<file path="src/rtl/rwg_pkg.sv">
package rwg_pkg;
  typedef enum logic [1:0] {
    CMD_NOP = 2'd0,
    CMD_RD  = 2'd1,
    CMD_WR  = 2'd2,
    CMD_ROW = 2'd3
  } cmd_e;

  typedef enum logic [1:0] {
    ST_IDLE = 2'd0,
    ST_P1   = 2'd1,
    ST_P2   = 2'd2
  } st_e;
endpackage

</file>
<file path="src/rtl/rwg_bank_queue.sv">
// In-order request queue of one bank with removal from any position.
module rwg_bank_queue #(
  parameter int DEPTH = 4,
  parameter int EW    = 15,
  localparam int CW   = $clog2(DEPTH + 1),
  localparam int IW   = $clog2(DEPTH)
) (
  input  logic                clk,
  input  logic                rst_n,
  input  logic                push_i,
  input  logic [EW-1:0]       push_data_i,
  input  logic                pop_i,
  input  logic [IW-1:0]       pop_idx_i,
  output logic [DEPTH*EW-1:0] slots_o,
  output logic [CW-1:0]       count_o,
  output logic                full_o
);
  logic [DEPTH*EW-1:0] slots_q, slots_n;
  logic [CW-1:0]       count_q, count_n;
  logic                upd_en;

  assign upd_en = push_i | pop_i;

  always_comb begin
    slots_n = slots_q;
    count_n = count_q;
    if (pop_i) begin
      for (int k = 0; k < DEPTH - 1; k++) begin
        if (IW'(k) >= pop_idx_i) begin
          slots_n[k*EW +: EW] = slots_q[(k+1)*EW +: EW];
        end
      end
      count_n = count_n - CW'(1);
    end
    if (push_i) begin
      for (int k = 0; k < DEPTH; k++) begin
        if (CW'(k) == count_n) begin
          slots_n[k*EW +: EW] = push_data_i;
        end
      end
      count_n = count_n + CW'(1);
    end
  end

  always_ff @(posedge clk or negedge rst_n) begin
    if (!rst_n) begin
      count_q <= '0;
    end else if (upd_en) begin
      count_q <= count_n;
    end
  end

  always_ff @(posedge clk) begin
    if (upd_en) begin
      slots_q <= slots_n;
    end
  end

  assign slots_o = slots_q;
  assign count_o = count_q;
  assign full_o  = (count_q == CW'(DEPTH));
endmodule

</file>
<file path="src/rtl/rwg_picker.sv">
// Finds the oldest entry of the wanted type, its row hit and the read hazard.
module rwg_picker #(
  parameter int DEPTH = 4,
  parameter int ROW_W = 8,
  parameter int COL_W = 6,
  localparam int EW   = 1 + ROW_W + COL_W,
  localparam int CW   = $clog2(DEPTH + 1),
  localparam int IW   = $clog2(DEPTH)
) (
  input  logic [DEPTH*EW-1:0] slots_i,
  input  logic [CW-1:0]       count_i,
  input  logic                want_wr_i,
  input  logic                open_vld_i,
  input  logic [ROW_W-1:0]    open_row_i,
  output logic                found_o,
  output logic [IW-1:0]       sel_o,
  output logic                row_hit_o,
  output logic                hazard_o
);
  logic [EW-1:0]    pick;
  logic [ROW_W-1:0] pick_row;
  logic [COL_W-1:0] pick_col;
  logic             clash;

  always_comb begin
    found_o = 1'b0;
    sel_o   = '0;
    for (int k = DEPTH - 1; k >= 0; k--) begin
      if ((CW'(k) < count_i) && (slots_i[k*EW + EW - 1] == want_wr_i)) begin
        found_o = 1'b1;
        sel_o   = IW'(k);
      end
    end
  end

  always_comb begin
    pick = '0;
    for (int k = 0; k < DEPTH; k++) begin
      if (IW'(k) == sel_o) begin
        pick = slots_i[k*EW +: EW];
      end
    end
  end

  assign pick_row = pick[COL_W +: ROW_W];
  assign pick_col = pick[0 +: COL_W];

  always_comb begin
    clash = 1'b0;
    for (int k = 0; k < DEPTH; k++) begin
      if ((IW'(k) < sel_o) && slots_i[k*EW + EW - 1] &&
          (slots_i[k*EW + COL_W +: ROW_W] == pick_row) &&
          (slots_i[k*EW +: COL_W] == pick_col)) begin
        clash = 1'b1;
      end
    end
  end

  assign row_hit_o = open_vld_i && (pick_row == open_row_i);
  assign hazard_o  = clash && found_o && !want_wr_i;
endmodule

</file>
<file path="src/rtl/rwg_type_count.sv">
// Running totals of queued reads and writes over all banks.
module rwg_type_count #(
  parameter int TOT = 16,
  localparam int TW = $clog2(TOT + 1)
) (
  input  logic          clk,
  input  logic          rst_n,
  input  logic          inc_rd_i,
  input  logic          inc_wr_i,
  input  logic          dec_rd_i,
  input  logic          dec_wr_i,
  output logic [TW-1:0] rd_cnt_o,
  output logic [TW-1:0] wr_cnt_o
);
  logic [TW-1:0] rd_q, rd_n, wr_q, wr_n;
  logic          cnt_en;

  assign cnt_en = inc_rd_i | inc_wr_i | dec_rd_i | dec_wr_i;

  always_comb begin
    rd_n = rd_q + TW'(inc_rd_i) - TW'(dec_rd_i);
    wr_n = wr_q + TW'(inc_wr_i) - TW'(dec_wr_i);
  end

  always_ff @(posedge clk or negedge rst_n) begin
    if (!rst_n) begin
      rd_q <= '0;
      wr_q <= '0;
    end else if (cnt_en) begin
      rd_q <= rd_n;
      wr_q <= wr_n;
    end
  end

  assign rd_cnt_o = rd_q;
  assign wr_cnt_o = wr_q;
endmodule

</file>
<file path="src/rtl/rw_group_sched.sv">
module rw_group_sched
  import rwg_pkg::*;
#(
  parameter int NBANKS = 4,
  parameter int DEPTH  = 4,
  parameter int ROW_W  = 8,
  parameter int COL_W  = 6,
  localparam int BW    = $clog2(NBANKS),
  localparam int EW    = 1 + ROW_W + COL_W,
  localparam int CW    = $clog2(DEPTH + 1),
  localparam int IW    = $clog2(DEPTH),
  localparam int TOT   = NBANKS * DEPTH,
  localparam int TW    = $clog2(TOT + 1)
) (
  input  logic                    clk,
  input  logic                    rst_n,
  input  logic                    enq_valid,
  output logic                    enq_ready,
  input  logic [BW-1:0]           enq_bank,
  input  logic                    enq_is_wr,
  input  logic [ROW_W-1:0]        enq_row,
  input  logic [COL_W-1:0]        enq_col,
  output logic [NBANKS-1:0]       bank_full,
  input  logic [NBANKS-1:0]       open_vld,
  input  logic [NBANKS*ROW_W-1:0] open_rows,
  input  logic                    qry_valid,
  output logic                    qry_ready,
  input  logic [BW-1:0]           qry_bank,
  output logic                    rsp_valid,
  output logic [1:0]              rsp_cmd,
  output logic [IW-1:0]           rsp_idx,
  output logic                    rd_mode
);
  logic [DEPTH*EW-1:0] slots_w [NBANKS];
  logic [CW-1:0]       cnt_w   [NBANKS];
  logic [NBANKS-1:0]   full_w;
  logic                enq_go;
  logic                pop_go;

  st_e           state_q, state_n;
  logic          mode_q, mode_n;
  logic [BW-1:0] bank_q, bank_n;
  logic          rsp_valid_q, rsp_valid_n;
  cmd_e          rsp_cmd_q, rsp_cmd_n;
  logic [IW-1:0] rsp_idx_q, rsp_idx_n;

  logic [DEPTH*EW-1:0] cur_slots;
  logic [CW-1:0]       cur_cnt;
  logic                cur_open_vld;
  logic [ROW_W-1:0]    cur_open_row;
  logic                pass_rd;
  logic                found, row_hit, hazard;
  logic [IW-1:0]       sel_idx;
  logic [TW-1:0]       rd_cnt, wr_cnt;

  assign enq_ready = !full_w[enq_bank];
  assign enq_go    = enq_valid && enq_ready;

  for (genvar b = 0; b < NBANKS; b++) begin : g_bank
    rwg_bank_queue #(.DEPTH(DEPTH), .EW(EW)) q_i (
      .clk        (clk),
      .rst_n      (rst_n),
      .push_i     (enq_go && (enq_bank == BW'(b))),
      .push_data_i({enq_is_wr, enq_row, enq_col}),
      .pop_i      (pop_go && (bank_q == BW'(b))),
      .pop_idx_i  (sel_idx),
      .slots_o    (slots_w[b]),
      .count_o    (cnt_w[b]),
      .full_o     (full_w[b])
    );
  end

  always_comb begin
    cur_slots    = '0;
    cur_cnt      = '0;
    cur_open_vld = 1'b0;
    cur_open_row = '0;
    for (int b = 0; b < NBANKS; b++) begin
      if (BW'(b) == bank_q) begin
        cur_slots    = slots_w[b];
        cur_cnt      = cnt_w[b];
        cur_open_vld = open_vld[b];
        cur_open_row = open_rows[b*ROW_W +: ROW_W];
      end
    end
  end

  // Mode used by the current pass: the first pass may flip on a global drain.
  always_comb begin
    pass_rd = mode_q;
    if (state_q == ST_P1) begin
      if (mode_q && (rd_cnt == '0)) begin
        pass_rd = 1'b0;
      end else if (!mode_q && (wr_cnt == '0)) begin
        pass_rd = 1'b1;
      end
    end
  end

  rwg_picker #(.DEPTH(DEPTH), .ROW_W(ROW_W), .COL_W(COL_W)) pick_i (
    .slots_i   (cur_slots),
    .count_i   (cur_cnt),
    .want_wr_i (!pass_rd),
    .open_vld_i(cur_open_vld),
    .open_row_i(cur_open_row),
    .found_o   (found),
    .sel_o     (sel_idx),
    .row_hit_o (row_hit),
    .hazard_o  (hazard)
  );

  rwg_type_count #(.TOT(TOT)) cnt_i (
    .clk     (clk),
    .rst_n   (rst_n),
    .inc_rd_i(enq_go && !enq_is_wr),
    .inc_wr_i(enq_go && enq_is_wr),
    .dec_rd_i(pop_go && pass_rd),
    .dec_wr_i(pop_go && !pass_rd),
    .rd_cnt_o(rd_cnt),
    .wr_cnt_o(wr_cnt)
  );

  always_comb begin
    state_n     = state_q;
    mode_n      = mode_q;
    bank_n      = bank_q;
    rsp_valid_n = 1'b0;
    rsp_cmd_n   = CMD_NOP;
    rsp_idx_n   = '0;
    pop_go      = 1'b0;
    unique case (state_q)
      ST_IDLE: begin
        if (qry_valid) begin
          bank_n  = qry_bank;
          state_n = ST_P1;
        end
      end
      ST_P1, ST_P2: begin
        if ((state_q == ST_P1) && (cur_cnt == '0)) begin
          rsp_valid_n = 1'b1;
          state_n     = ST_IDLE;
        end else if (found && !hazard) begin
          mode_n      = pass_rd;
          rsp_valid_n = 1'b1;
          rsp_idx_n   = sel_idx;
          pop_go      = row_hit;
          if (row_hit) begin
            rsp_cmd_n = pass_rd ? CMD_RD : CMD_WR;
          end else begin
            rsp_cmd_n = CMD_ROW;
          end
          state_n = ST_IDLE;
        end else if (state_q == ST_P1) begin
          mode_n  = hazard ? 1'b0 : !pass_rd;
          state_n = ST_P2;
        end else begin
          mode_n      = pass_rd;
          rsp_valid_n = 1'b1;
          state_n     = ST_IDLE;
        end
      end
      default: state_n = ST_IDLE;
    endcase
  end

  always_ff @(posedge clk or negedge rst_n) begin
    if (!rst_n) begin
      state_q     <= ST_IDLE;
      mode_q      <= 1'b1;
      bank_q      <= '0;
      rsp_valid_q <= 1'b0;
      rsp_cmd_q   <= CMD_NOP;
      rsp_idx_q   <= '0;
    end else begin
      state_q     <= state_n;
      mode_q      <= mode_n;
      rsp_valid_q <= rsp_valid_n;
      rsp_cmd_q   <= rsp_cmd_n;
      rsp_idx_q   <= rsp_idx_n;
      if (state_q == ST_IDLE) begin
        bank_q <= bank_n;
      end
    end
  end

  assign qry_ready = (state_q == ST_IDLE);
  assign rsp_valid = rsp_valid_q;
  assign rsp_cmd   = rsp_cmd_q;
  assign rsp_idx   = rsp_idx_q;
  assign rd_mode   = mode_q;
  assign bank_full = full_w;
endmodule

</file>
<file path="config.mk">
export PLATFORM = sky130hd
export DESIGN_NAME = rw_group_sched
export DESIGN_NICKNAME = d
export VERILOG_FILES = /design/src/rtl/rwg_pkg.sv /design/src/rtl/rwg_bank_queue.sv /design/src/rtl/rwg_picker.sv /design/src/rtl/rwg_type_count.sv /design/src/rtl/rw_group_sched.sv
export SDC_FILE = /design/constraint.sdc
export NUM_CORES = 1
export LEC_CHECK = 0
export ABC_AREA = 0
export BUFFER_PORTS_ARGS = -buffer_cell sky130_fd_sc_hd__buf_2
export CORE_MARGIN = 8
export CORE_UTILIZATION = 40
export CTS_CLUSTER_DIAMETER = 30
export CTS_CLUSTER_SIZE = 16
export DETAILED_ROUTE_END_ITERATION = 10
export SLEW_MARGIN = 20
export SYNTH_ARGS = -nofsm -noshare
export SYNTH_HDL_FRONTEND = slang
export SYNTH_SLANG_ARGS = --single-unit
</file>
<file path="constraint.sdc">
create_clock -name clk -period 14.7 [get_ports clk]
set_clock_uncertainty 0.15 [all_clocks]
set_input_delay 0.735 -clock clk [delete_from_list [all_inputs] [get_ports clk]]
set_output_delay 0.735 -clock clk [all_outputs]
set_load 0.01 [all_outputs]
</file>
## Word-level counts from Yosys, hierarchy flattened

Cells that the tools add are included.

- Add/subtract/negate cells: 12
- Magnitude comparators: 12
- Equal/unequal tests: 44
- Muxes and demuxes: 100
- Bitwise gates (word level): 8
- Reductions and logical operators: 59

Operators by type and width:

| operator | number |
|---|---|
| 2-to-1 mux 15 bit | 24 |
| 2-to-1 mux 45 bit | 8 |
| 2-to-1 mux 60 bit | 4 |
| 2-to-1 mux 14 bit | 4 |
| equality test 8 bit | 5 |
| logical AND 1 bit | 36 |
| 2-to-1 mux 3 bit | 12 |
| 2-to-1 mux 2 bit | 16 |
| 2-to-1 mux 8 bit | 4 |
| 2-to-1 mux 1 bit | 26 |
| equality test 2 x 3 -> 1 bit, first input constant | 8 |
| equality test 6 bit | 4 |
| logical NOT 3 bit | 5 |
| adder 3 x 1 -> 3 bit, second input constant | 4 |
| equality test 1 x 3 -> 1 bit, first input constant | 4 |
| equality test 3 bit, second input constant | 4 |
| AND reduction 3 bit | 4 |
| subtractor 3 x 1 -> 3 bit, second input constant | 4 |
| adder 5 x 1 -> 5 bit | 2 |
| equality test 2 bit, second input constant | 5 |
| logical NOT 5 bit | 2 |
| subtractor 5 x 1 -> 5 bit | 2 |
| equality test 2 bit, first input constant | 4 |
| logical NOT 2 bit | 4 |
| other kinds (18) | 40 |

- Bits in registers: 272
- Bits of input ports: 59
- Output and inout port bits: 12
- Logic and storage cells: 255

## Logic depth before layout (Yosys ltp)

Gate-level depths: netlist (run 1).

- Depth in word-level cells: 36
- Gate-level depth with buffers: 31
- Gate-level depth less buffers: 27

## Cells and area by module

Synthesis (run 1) repeated with hierarchy kept, for this count alone.

- Cell total of the unflattened synthesis: 1244
- Area total of the unflattened synthesis: 17807.1 µm²

Modules (own cells, without submodules):

| module | times used | cells each | area an instance (µm²) | seq. area each (µm²) |
|---|---|---|---|---|
| rwg_bank_queue | 4 | 204 | 3321.9 | 1876.8 |
| rw_group_sched | 1 | 156 | 2349.8 | 251.5 |
| rwg_picker | 1 | 196 | 1452.6 | 0.0 |
| rwg_type_count | 1 | 76 | 716.9 | 250.2 |

## Worst setup path before layout (run 1)

OpenSTA, ideal clock, no wires.

- Path kind: register to register
- Start: register cnt_i.wr_q[3] (netlist: cnt_i.wr_cnt_o[3])
- End: register g_bank[0].q_i.slots_q[34], data pin
- Library setup time: 0.260 ns
- Arrival: 5.414 ns
- Data required time: 14.290 ns
- Setup slack: 8.876 ns
- Stages on the path, launching flop included: 24
- Path buffers: 3
- Period minus slack after synthesis: 5.824 ns
- Path through: dfrtp_1 inv_1 ha_1 nor4b_2 a21oi_1 or4_4 o211a_2 buf_6 a21oi_4 o221ai_2 xnor2_1 or3_4 nor4_4 and2b_1 nand3_4 buf_8 nor3_1 mux2_2 inv_1 ha_1 nand2_1 nor3_4 buf_4 mux2_2

- Cells in the longest elaborated chain, start to end: 36
- Elaborated cells between the ends (all ways): 75
- Classes of those cells: order compare: 5; eq/ne: 17; mux: 27; reduce/logical: 26

RTL lines:

| item | RTL line | RTL |
|---|---|---|
| start, declared | rwg_type_count.sv:15 | `logic [TW-1:0] rd_q, rd_n, wr_q, wr_n;` |
| start signal, assigned | rwg_type_count.sv:31 | `wr_q <= wr_n;` |
| logical NOT 5 bit (*) | rw_group_sched.sv:94 | `end else if (!mode_q && (wr_cnt == '0)) begin` |
| logical AND 1 bit (*) | rw_group_sched.sv:94 |  |
| 2-to-1 mux 1 bit (*) | rw_group_sched.sv:94 |  |
| 2-to-1 mux 1 bit (*) | rw_group_sched.sv:92 | `if (mode_q && (rd_cnt == '0)) begin` |
| 2-to-1 mux 1 bit (*) | rw_group_sched.sv:91 | `if (state_q == ST_P1) begin` |
| logical NOT 1 bit | rw_group_sched.sv:103 | `.want_wr_i (!pass_rd),` |
| equality test 1 bit | rwg_picker.sv:29 | `if ((CW'(k) < count_i) && (slots_i[k*EW + EW - 1] == want_wr_i)) begin` |
| logical AND 1 bit | rwg_picker.sv:29 |  |
| (+21 left out) | - |  |
| 2-to-1 mux 1 bit | rw_group_sched.sv:139 | `if ((state_q == ST_P1) && (cur_cnt == '0)) begin` |
| 2-to-1 mux 1 bit | rw_group_sched.sv:131 | `unique case (state_q)` |
| logical AND 1 bit | rw_group_sched.sv:65 | `.pop_i (pop_go && (bank_q == BW'(b))),` |
| 2-to-1 mux 3 bit | rwg_bank_queue.sv:27 | `if (pop_i) begin` |
| equality test 2 x 3 -> 1 bit | rwg_bank_queue.sv:37 | `if (CW'(k) == count_n) begin` |
| 2-to-1 mux 15 bit | rwg_bank_queue.sv:37 |  |
| 2-to-1 mux 45 bit (*) | rwg_bank_queue.sv:35 | `if (push_i) begin` |
| net g_bank[0].q_i.slots_n[34] | rwg_bank_queue.sv:18 | `logic [DEPTH*EW-1:0] slots_q, slots_n;` |
| end signal, assigned | rwg_bank_queue.sv:55 | `slots_q <= slots_n;` |
| end, declared | rwg_bank_queue.sv:18 |  |

The timed path passes the listed nets; every way through them passes the cells marked *.
A chain may end at the register's enable or synchronous reset.

## Worst setup path after layout (run 1)

- Start: register bank_q[0]
- End: register g_bank[0].q_i.slots_q[34], data pin

- Cells in the longest elaborated chain, start to end: 35
- Elaborated cells between the ends (all ways): 95
- Classes of those cells: order compare: 9; eq/ne: 20; mux: 40; reduce/logical: 26

RTL lines:

| item | RTL line | RTL |
|---|---|---|
| start, declared | rw_group_sched.sv:42 | `logic [BW-1:0] bank_q, bank_n;` |
| start signal, assigned | rw_group_sched.sv:181 | `bank_q <= bank_n;` |
| logical NOT 2 bit | rw_group_sched.sv:65, rw_group_sched.sv:79 |  |
| 2-to-1 mux 3 bit or 2-to-1 mux 60 bit (tied branches) (4 in series) | rw_group_sched.sv:79 | `if (BW'(b) == bank_q) begin` |
| < comparator 2 x 3 -> 1 bit or equality test 1 bit (tied branches) | rwg_picker.sv:29 |  |
| logical AND 1 bit | rwg_picker.sv:29 |  |
| 2-to-1 mux 2 bit (4 in series) | rwg_picker.sv:29 |  |
| logical NOT 2 bit | rwg_picker.sv:39 | `if (IW'(k) == sel_o) begin` |
| 2-to-1 mux 14 bit (4 in series) | rwg_picker.sv:39 |  |
| equality test 8 bit | rwg_picker.sv:52 | `(slots_i[k*EW + COL_W +: ROW_W] == pick_row) &&` |
| (+11 left out) | - |  |
| 2-to-1 mux 1 bit | rw_group_sched.sv:139 |  |
| 2-to-1 mux 1 bit | rw_group_sched.sv:131 |  |
| logical AND 1 bit | rw_group_sched.sv:65 |  |
| 2-to-1 mux 3 bit | rwg_bank_queue.sv:27 |  |
| equality test 2 x 3 -> 1 bit | rwg_bank_queue.sv:37 |  |
| 2-to-1 mux 15 bit | rwg_bank_queue.sv:37 |  |
| 2-to-1 mux 45 bit (*) | rwg_bank_queue.sv:35 |  |
| net g_bank[0].q_i.slots_n[34] | rwg_bank_queue.sv:18 |  |

Marks and branches as above.

==> impl_metrics.env, run 1 <==
export IMPL_wirelength_um=63100
export IMPL_ctsResizeCount=0
export IMPL_clockBufferDepth=3
export IMPL_synth_most_common_cell="mux2_2"
export IMPL_critPathCaptureType="flip-flop"
export IMPL_cts_setup_buffers=0
export IMPL_start_util_pct=40.5
export IMPL_syn_area_um2=18900
export IMPL_hold_buffers=0
export IMPL_grt_max_degree=48
export IMPL_combPwrFrac_pct=47.4
export IMPL_antenna_found_initial=3
export IMPL_clk_pin_slew_ns=0.04
export IMPL_cts_inserted_buffers=78
export IMPL_yosysWarnings=0
export IMPL_arrival_ns=8.75
export IMPL_critPathLaunchType="flip-flop"
export IMPL_yosys_top_cells_count="341 x mux2_2, 240 x edfxtp_1, 70 x mux4_2"
export IMPL_power_density_nw_per_um2=222
export IMPL_core_area_um2=46600
export IMPL_drv_slew=0
export IMPL_avgViaCountPerCell=6.22
export IMPL_fp_dieW_um=233
export IMPL_power_leakage_nw=8.04
export IMPL_area_growth_pct=17.4
export IMPL_nets=1614
export IMPL_overflow=0
export IMPL_seq_area_frac_synth_pct=42.5
export IMPL_grt_pass1_vias=13676
export IMPL_yosys_cell_types_count=103
export IMPL_ys_ff_latch=272
export IMPL_dpl_cell_area_um2=19700
export IMPL_row_count=79
export IMPL_reg2reg_depth=19
export IMPL_period_needed_ns=8.56
export IMPL_drtIter0Drc=1329
export IMPL_finalCritPeriodShare_pct=58.3
export IMPL_worstSetupPathType="flip-flop to flip-flop"
export IMPL_yosys_most_used_dff="edfxtp_1"
export IMPL_antenna_left=0
export IMPL_tns_ns=0
export IMPL_synth_edff_count=240
export IMPL_slew_limit_headroom_pct=29.0
export IMPL_drc_errors=0
export IMPL_irDropWorstVdd_uv=221
export IMPL_rsz0062_at_grt="false"
export IMPL_timing_fmax_mhz=117
export IMPL_final_layout_size_suffix_gt1_share_pct=45.2
export IMPL_syn_mean_instance_area_um2=13.2
export IMPL_port_buffers=70
export IMPL_synth_top_area_cell="edfxtp_1"
export IMPL_hold_viol=0
export IMPL_setup_slack_ns=6.14
export IMPL_maxCapViolations=0
export IMPL_io_pins=71
export IMPL_final_setup_viol_count=0
export IMPL_internal_power_mw=2.86
export IMPL_wl_per_cell_um=29.0
export IMPL_status="complete, no violations"
export IMPL_dieArea_um2=54400
export IMPL_tightest_slew_ns=1.06
export IMPL_async_flop_share_pct=11.8
export IMPL_cts_sinks=272
export IMPL_gp_congestion=0.981
export IMPL_clockRootBuffer="clkbuf_16"
export IMPL_synth_net_count=1530
export IMPL_num_vias=13558
export IMPL_grt_pass1_wl_um=93200
export IMPL_switchingPower_mw=2.06
export IMPL_clkLatencyLatePin_ns=0.60
export IMPL_power_frac_clock_pct=31.5
export IMPL_dp_hpwl_um=41900
export IMPL_synth_top_area_share_pct=38.2
export IMPL_synth_area_leaders="edfxtp_1 38%, mux2_2 20%, mux4_2 8.4%"
export IMPL_seqPwrFrac_pct=21.1
export IMPL_track_usage_pct=23.2
export IMPL_htreeDepth=3
export IMPL_fin_area_um2=22100
export IMPL_cts_tree="built"
export IMPL_die_h_um=233
export IMPL_switching_share_pct=41.9
export IMPL_required_ns=14.88
export IMPL_worstPathMaxFanout=41
export IMPL_firstDrtPassIters=7
export IMPL_hold_path_class="primary input to asynchronous set/reset pin"
export IMPL_synth_cells=1427
export IMPL_post_place_ws_ns=6.06
sequential cells by signal (all words and copies together) (netlist names), named ones only:
register and count:
g_bank.q_i.slots_o 240, cnt_i.rd_cnt_o 5, cnt_i.wr_cnt_o 5, bank_q 2, rsp_cmd 2, g_bank.q_i.count_o 12, state_q 2, rsp_valid 1
rsp_idx 2
metrics by stage:
stage | power [mW] | utilization [%] | instances | hold WS, ns
3_5_place_dp | 3.32 | 42.2 | 2036 | 0.335
3_3_place_gp | 3.33 | 42.1 | 2033 | 0.328
6_report | 4.92 | 47.6 | 2180 | 0.0704
5_1_grt | 5.14 | 47.6 | 2179 | 0.138
4_1_cts | 4.89 | 47.5 | 2177 | 0.0903
2_1_floorplan | 2.66 | - | 1427 | 0.289
cell type report:
| class | count | area (um^2) |
|---|---|---|
| Tap cell | 607 | 759 |
| Timing Repair Buffer | 98 | 594 |
| Clock buffer | 100 | 2130 |
| Clock inverter | 41 | 329 |
| Inverter | 56 | 210 |
| Sequential cell | 272 | 8020 |
| Antenna cell | 1 | 2.50 |
| Fill cell | 4133 | 24400 |
| Multi-Input combinational cell | 1005 | 10100 |
layer usage:
metal / vias to the layer above / global-route usage [%] / routed length, um
met3: 147 / 4.79 / 4850
met2: 629 / 36.0 / 28900
met4: 6 / 9.01 / 2300
met1: 6976 / 31.5 / 27000
li1: 5800 / - / -
met5: - / 0 / 66
logic make-up (layout without fill, tap and decap cells):
family                     after synthesis  after routing  share of synthesized area, %
and+or+nand+nor                        287            287                          9.87
AOI/OAI and AO/OA                      183            183                          7.09
DFF                                    272            272                          42.5
buffers and inverters                  150            295                          4.03
other                                    0              1                             0
xor gates and xnor gates                31             31                          1.44
muxes                                  460            460                          32.1
adders and majority gates               44             44                          3.00
cells in the final DEF (no fill, tap or decap), drive strengths merged, types with 26 or more instances in the layout:
cell and instances:
mux2 372, edfxtp 240, clkbuf 100, buf 98, mux4 70, inv 57, nand2 57, nor2 43
ha 42, clkinv 35, a21oi 33, nand3 32, dfrtp 31, o21ai 29, nor3 28, xnor2 26
worst paths after layout:
path	startpoint	endpoint	slack, ns
max in group asynchronous	rst_n	bank_q[1]	13.74
min in group clk	qry_bank[1]	bank_q[1]	0.23
max	bank_q[0]	g_bank[0].q_i.slots_o[34]	6.14
min reg2reg	cnt_i.wr_cnt_o[4]	cnt_i.wr_cnt_o[4]	0.35
max reg2reg	bank_q[0]	g_bank[0].q_i.slots_o[34]	6.14
min	rst_n	g_bank[3].q_i.count_o[2]	0.07
power by group through the flow:
| stage | Combinational, mW | Sequential, mW | Clock (mW) |
|---|---|---|---|
| after global placement | 2.28 | 1.05 | 0 |
| after detailed placement | 2.27 | 1.05 | 0 |
| after CTS | 2.28 | 1.04 | 1.57 |
| final | 2.33 | 1.04 | 1.55 |
| after global routing | 2.47 | 1.05 | 1.61 |
| after floorplan | 1.67 | 0.992 | 0 |
worst max-delay path, stage by stage, from the launching register on:
cell      delay (ns)
dfrtp_4         0.64
buf_4           0.73
mux4_2          0.75
or3_1           0.40
nand3_1         0.53
nand3_1         0.92
a311oi_1        0.61
xnor2_1         0.16
o211ai_1        0.14
nor4_4          0.39
and2b_1         0.29
nand3_4         0.24
nor3_1          0.39
mux2_2          0.43
inv_1           0.09
ha_1            0.14
nand2_1         0.08
nor3_4          0.58
buf_8           0.24
mux2_2          0.34
(Power assumes the default switching activity.)
==> inputs of run 2 (changes only) <==
==> constraint.sdc (replaced) <==
create_clock -name clk -period 8.5 [get_ports clk]
set_clock_uncertainty 0.15 [all_clocks]
set_input_delay 0.425 -clock clk [delete_from_list [all_inputs] [get_ports clk]]
set_output_delay 0.425 -clock clk [all_outputs]
set_load 0.01 [all_outputs]
==> impl_metrics.env, run 2 (synthesis gave the netlist of run 1 again) <==
export IMPL_status="complete, no violations"
export IMPL_regToRegSetupSlack_ns=1.29
export IMPL_die_h_um=233
export IMPL_period_needed_ns=7.21
export IMPL_cts_setup_buffers=0
export IMPL_row_count=79
export IMPL_clk_pin_slew_ns=0.05
export IMPL_power_frac_clock_pct=31.0
export IMPL_final_common_cell="mux2_2"
export IMPL_tightest_slew_ns=1.05
export IMPL_wl_per_cell_um=28.9
export IMPL_overflow=0
export IMPL_final_setup_viol_count=0
export IMPL_r2r_end="g_bank[3].q_i.slots_o[39]"
export IMPL_irDropWorstVdd_uv=316
export IMPL_antenna_found_initial=1
export IMPL_clockBufferDepth=3
export IMPL_arrival_ns=7.40
export IMPL_avgViaCountPerCell=6.13
export IMPL_grt_pass1_vias=13562
export IMPL_fin_hold_ws_ns=0.0667
export IMPL_timing_fmax_mhz=139
export IMPL_gp_congestion=0.975
export IMPL_finalCritPeriodShare_pct=84.9
export IMPL_io_pins=71
export IMPL_nets=1626
export IMPL_cts_tree="built"
export IMPL_drv_slew=0
export IMPL_reg2reg_depth=20
export IMPL_grt_max_degree=46
export IMPL_switchingPower_mw=3.64
export IMPL_critPathLaunchType="flip-flop"
export IMPL_hold_path_class="primary input to flip-flop"
export IMPL_drc_errors=0
export IMPL_mostFrequentLayoutCells="341 x mux2_2, 240 x edfxtp_1, 73 x clkbuf_16, 70 x mux4_2, 70 x buf_2"
export IMPL_num_vias=13396
export IMPL_final_layout_size_suffix_gt1_share_pct=46.1
export IMPL_largest_reg_flops=240
export IMPL_startpoint="cnt_i.wr_cnt_o[3]"
export IMPL_required_ns=8.69
export IMPL_dieArea_um2=54400
export IMPL_tns_ns=0
export IMPL_busiest_layer="met2"
export IMPL_critPathCaptureType="flip-flop"
export IMPL_combPwrFrac_pct=48.3
export IMPL_min_from="enq_row[1]"
export IMPL_port_buffers=70
export IMPL_drtIter0Drc=1515
export IMPL_grtUsageMet1_pct=31.8
export IMPL_dp_hpwl_um=42900
export IMPL_antenna_left=0
export IMPL_internal_power_mw=4.95
export IMPL_clkLatencyLatePin_ns=0.61
export IMPL_cts_inserted_buffers=72
export IMPL_area_growth_pct=17.7
export IMPL_diodes=0
export IMPL_hold_path_end="g_bank[2].q_i.slots_o[52]"
export IMPL_reg2reg_from="cnt_i.wr_cnt_o[3]"
export IMPL_wirelength_um=63300
export IMPL_fp_dieW_um=233
export IMPL_power_density_nw_per_um2=387
export IMPL_worstSetupPathType="flip-flop to flip-flop"
export IMPL_htreeDepth=3
export IMPL_maxCapViolations=0
export IMPL_switching_share_pct=42.4
export IMPL_cp_slowest_cell="nor4_1"
export IMPL_grt_pass1_wl_um=92600
export IMPL_cts_sinks=272
export IMPL_met2_usage_pct=36.6
export IMPL_rsz0062_at_grt="false"
export IMPL_seqPwrFrac_pct=20.7
export IMPL_hold_depth=1
export IMPL_firstDrtPassIters=7
export IMPL_hold_viol=0
export IMPL_critPathMaxStageDelay_ns=0.75
export IMPL_core_area_um2=46600
export IMPL_cp_common_cell="ha_1"
export IMPL_clockRootBuffer="clkbuf_16"
export IMPL_crit_chain="inv_1 > ha_1 > nor4b_2 > a21oi_1 > o31ai_2 > o211a_2 > nor3_4 > nor4_1 > o21a_1 > o211ai_1 > nor4_4 > and2b_1 > nand3_4 > or2_2 > xnor2_1 > ha_1 > nand2_1 > nor3b_4 > buf_4 > mux2_2"
export IMPL_met3_usage_pct=4.00
export IMPL_start_util_pct=40.5
export IMPL_power_leakage_nw=8.07
export IMPL_worstPathMaxFanout=17
export IMPL_track_usage_pct=23.1
export IMPL_slew_limit_headroom_pct=29.9
[run 2: changes by cell type in the layout (fill, tap and decap cells not counted), moves of 3 or more]
cell | previous run | this run
buf_4 | 23 | 42
clkinv_1 | 17 | 4
clkbuf_16 | 80 | 73
inv_6 | 1 | 6
buf_8 | 4 | 0
clkinvlp_4 | 2 | 6
dlygate4sd3_1 | 0 | 4
bufinv_16 | 3 | 6
clkinv_4 | 0 | 3
[run 2: worst max-delay path by stage]
stage	endpoint	slack [ns]	cells after the start
6_report	g_bank[3].q_i.slots_o[39]	1.29	20
3_3_place_gp	g_bank[3].q_i.slots_o[8]	1.35	20
2_1_floorplan	g_bank[0].q_i.slots_o[34]	2.68	23
5_1_grt	g_bank[3].q_i.slots_o[35]	0.85	20
3_5_place_dp	g_bank[3].q_i.slots_o[39]	1.29	20
4_1_cts	g_bank[3].q_i.slots_o[39]	1.25	20
[run 2: timing repair]
action,in CTS,in global routing
endpoints found under the setup margin,0,0
hold endpoints to repair,34,0
hold buffers,4,0
resized for setup,0,0
[run 2: critical path: cells and delay by family (launching register included)]
kind | cells | cell delay, ns
compound gates | 5 | 1.82
xor+xnor | 1 | 0.39
fa+ha+maj | 2 | 0.39
buf+inv | 2 | 0.46
flops | 1 | 0.36
mux | 1 | 0.39
simple gates | 9 | 2.97
[run 2: cell type report]
type	instances	area [um^2]
Clock buffer	89	1920
Clock inverter	42	480
Multi-Input combinational cell	1005	10100
Sequential cell	272	8020
Fill cell	4047	24400
Inverter	56	210
Timing Repair Buffer	116	706
Tap cell	607	759
[run 2: layer usage]
layer / vias to the layer above / routed length [um]
met2: 582 / 29500
met4: 0 / 1850
met1: 6859 / 27600
li1: 5832 / -
met5: - / 0
met3: 123 / 4280
[run 2: power groups by stage]
| stage | clock, mW | combinational, mW | sequential (mW) |
|---|---|---|---|
| 5_1_grt | 2.77 | 4.40 | 1.80 |
| 3_5_place_dp | 0 | 4.06 | 1.80 |
| 2_1_floorplan | 0 | 2.89 | 1.72 |
| 4_1_cts | 2.70 | 4.09 | 1.78 |
| 3_3_place_gp | 0 | 4.10 | 1.79 |
| 6_report | 2.66 | 4.14 | 1.78 |
[run 2: through the flow]
stage	util (%)	instance area, um^2	power (mW)	setup slack [ns]	cells
after floorplan	-	18900	4.60	2.68	1427
after global placement	42.4	19700	5.90	1.35	2052
after detailed placement	42.4	19700	5.86	1.29	2052
after CTS	47.6	22200	8.57	1.25	2187
after global routing	47.7	22200	8.97	0.855	2187
final	47.7	22200	8.59	1.29	2187
==> inputs of run 3 (changes only) <==
==> constraint.sdc (replaced) <==
create_clock -name clk -period 6.6 [get_ports clk]
set_clock_uncertainty 0.15 [all_clocks]
set_input_delay 0.33 -clock clk [delete_from_list [all_inputs] [get_ports clk]]
set_output_delay 0.33 -clock clk [all_outputs]
set_load 0.01 [all_outputs]
==> impl_metrics.env, run 3 (synthesis gave the netlist of run 1 again) <==
export IMPL_cts_tree="built"
export IMPL_die_h_um=233
export IMPL_timing_fmax_mhz=157
export IMPL_drv_slew=0
export IMPL_irDropWorstVdd_uv=315
export IMPL_grt_pass1_wl_um=92600
export IMPL_finalCritPeriodShare_pct=96.7
export IMPL_critPathCaptureType="flip-flop"
export IMPL_worstPathMaxFanout=15
export IMPL_rsz0062_at_grt="true"
export IMPL_start_util_pct=40.5
export IMPL_core_area_um2=46600
export IMPL_fp_dieW_um=233
export IMPL_status="complete, no violations"
export IMPL_port_buffers=70
export IMPL_maxCapViolations=0
export IMPL_clockBufferDepth=3
export IMPL_wirelength_um=62800
export IMPL_dp_hpwl_um=42200
export IMPL_io_pins=71
export IMPL_cts_inserted_buffers=74
export IMPL_arrival_ns=6.57
export IMPL_utilization_pct=49.8
export IMPL_drc_errors=0
export IMPL_antenna_left=0
export IMPL_critPathLaunchType="flip-flop"
export IMPL_fin_cells=2251
export IMPL_cts_sinks=272
export IMPL_row_count=79
export IMPL_post_place_ws_ns=0.0514
export IMPL_worstSetupPathType="flip-flop to flip-flop"
export IMPL_dp_cells=2094
export IMPL_mostFrequentLayoutCells="341 x mux2_2, 240 x edfxtp_1, 75 x clkbuf_16, 70 x mux4_2, 70 x buf_2"
export IMPL_antenna_found_initial=0
export IMPL_clk_pin_slew_ns=0.04
export IMPL_setup_slack_ns=0.217
export IMPL_firstDrtPassIters=6
export IMPL_required_ns=6.78
export IMPL_nets=1690
export IMPL_dpl_cell_area_um2=20300
export IMPL_avgViaCountPerCell=6.08
export IMPL_grt_max_degree=57
export IMPL_drtIter0Drc=1370
export IMPL_hold_path_class="primary input to flip-flop"
export IMPL_track_usage_pct=22.9
export IMPL_fin_hold_ws_ns=0.0372
export IMPL_crit_chain="mux4_2 > nand2b_1 > a2111oi_1 > buf_4 > or2_2 > buf_4 > nand2_1 > o211a_1 > o311ai_0 > nand3_1 > nor4_4 > and2b_1 > nand3_4 > nor3_2 > mux2_2 > inv_1 > ha_1 > nand2_1 > nor3_4 > buf_12 > mux2_2"
export IMPL_period_needed_ns=6.38
export IMPL_grt_pass1_vias=13926
export IMPL_wl_per_cell_um=27.9
export IMPL_tightest_slew_ns=0.890
export IMPL_fin_area_um2=23200
export IMPL_diodes=0
export IMPL_largest_reg_flops=240
export IMPL_dieArea_um2=54400
export IMPL_hold_viol=0
export IMPL_p_total_mw=11.5
export IMPL_clkLatencyLatePin_ns=0.60
export IMPL_power_leakage_nw=8.53
export IMPL_final_layout_size_suffix_gt1_share_pct=47.8
export IMPL_gp_congestion=1.04
export IMPL_area_growth_pct=23.0
export IMPL_slew_limit_headroom_pct=40.6
export IMPL_htreeDepth=3
export IMPL_num_vias=13678
export IMPL_tns_ns=0
export IMPL_critPathMaxStageDelay_ns=0.60
export IMPL_cp_slowest_cell="mux4_2"
export IMPL_clockRootBuffer="clkbuf_16"
export IMPL_overflow=0
export IMPL_final_setup_viol_count=0
export IMPL_power_density_nw_per_um2=496
export IMPL_final_common_cell="mux2_2"
run 3: layout make-up:
cell class | count | area [um^2]
clock buffers | 83 | 1910
clock inverters | 50 | 553
well taps | 607 | 759
fillers | 4029 | 23400
repair buffers | 178 | 1530
flip-flops and latches | 272 | 8020
inverters | 56 | 210
multi-input cells | 1005 | 10200
run 3: report_power, final:
part	leakage, nW	switching [mW]	internal (mW)	total (mW)
Clock	1.18	1.12	2.39	3.50
Combinational	4.77	3.43	2.28	5.71
Sequential	2.57	0.181	2.10	2.28
Total	8.53	4.73	6.76	11.5
run 3: worst max-delay path: cells and delay by family, from the launching register on:
family                     cells  cell delay [ns]
DFF                            1             0.58
adders and majority gates      1             0.15
and+or+nand+nor               10             2.21
buffers and inverters          4             0.69
muxes                          3             1.37
AOI/OAI and AO/OA              3             0.95
run 3: worst paths after layout:
path	start	endpoint	slack, ns	depth (start not counted)
min reg2reg	cnt_i.wr_cnt_o[4]	cnt_i.wr_cnt_o[4]	0.35	1
min in group asynchronous	rst_n	g_bank[2].q_i.count_o[2]	0.21	2
max reg2reg	bank_q[0]	g_bank[0].q_i.slots_o[37]	0.22	21
min	enq_bank[1]	g_bank[3].q_i.count_o[2]	0.04	3
max in group asynchronous	rst_n	bank_q[1]	5.46	2
max	bank_q[0]	g_bank[0].q_i.slots_o[37]	0.22	21
run 3: what timing repair did:
action | in CTS | in global routing
hold buffers | 19 | 0
endpoints found under the setup margin | 0 | 240
gates resized for setup | 0 | 22
endpoints found under the hold margin | 92 | 0
setup buffers | 0 | 5
run 3: layer usage:
layer	share of wire [%]	vias to the layer above	global-route usage, %	wire length [um]
met1	41	6937	29.7	25900
met2	48	626	37.2	29800
met3	7.7	160	5.35	4870
met4	3.5	0	8.13	2180
li1	-	5955	-	-
met5	0	-	0	0
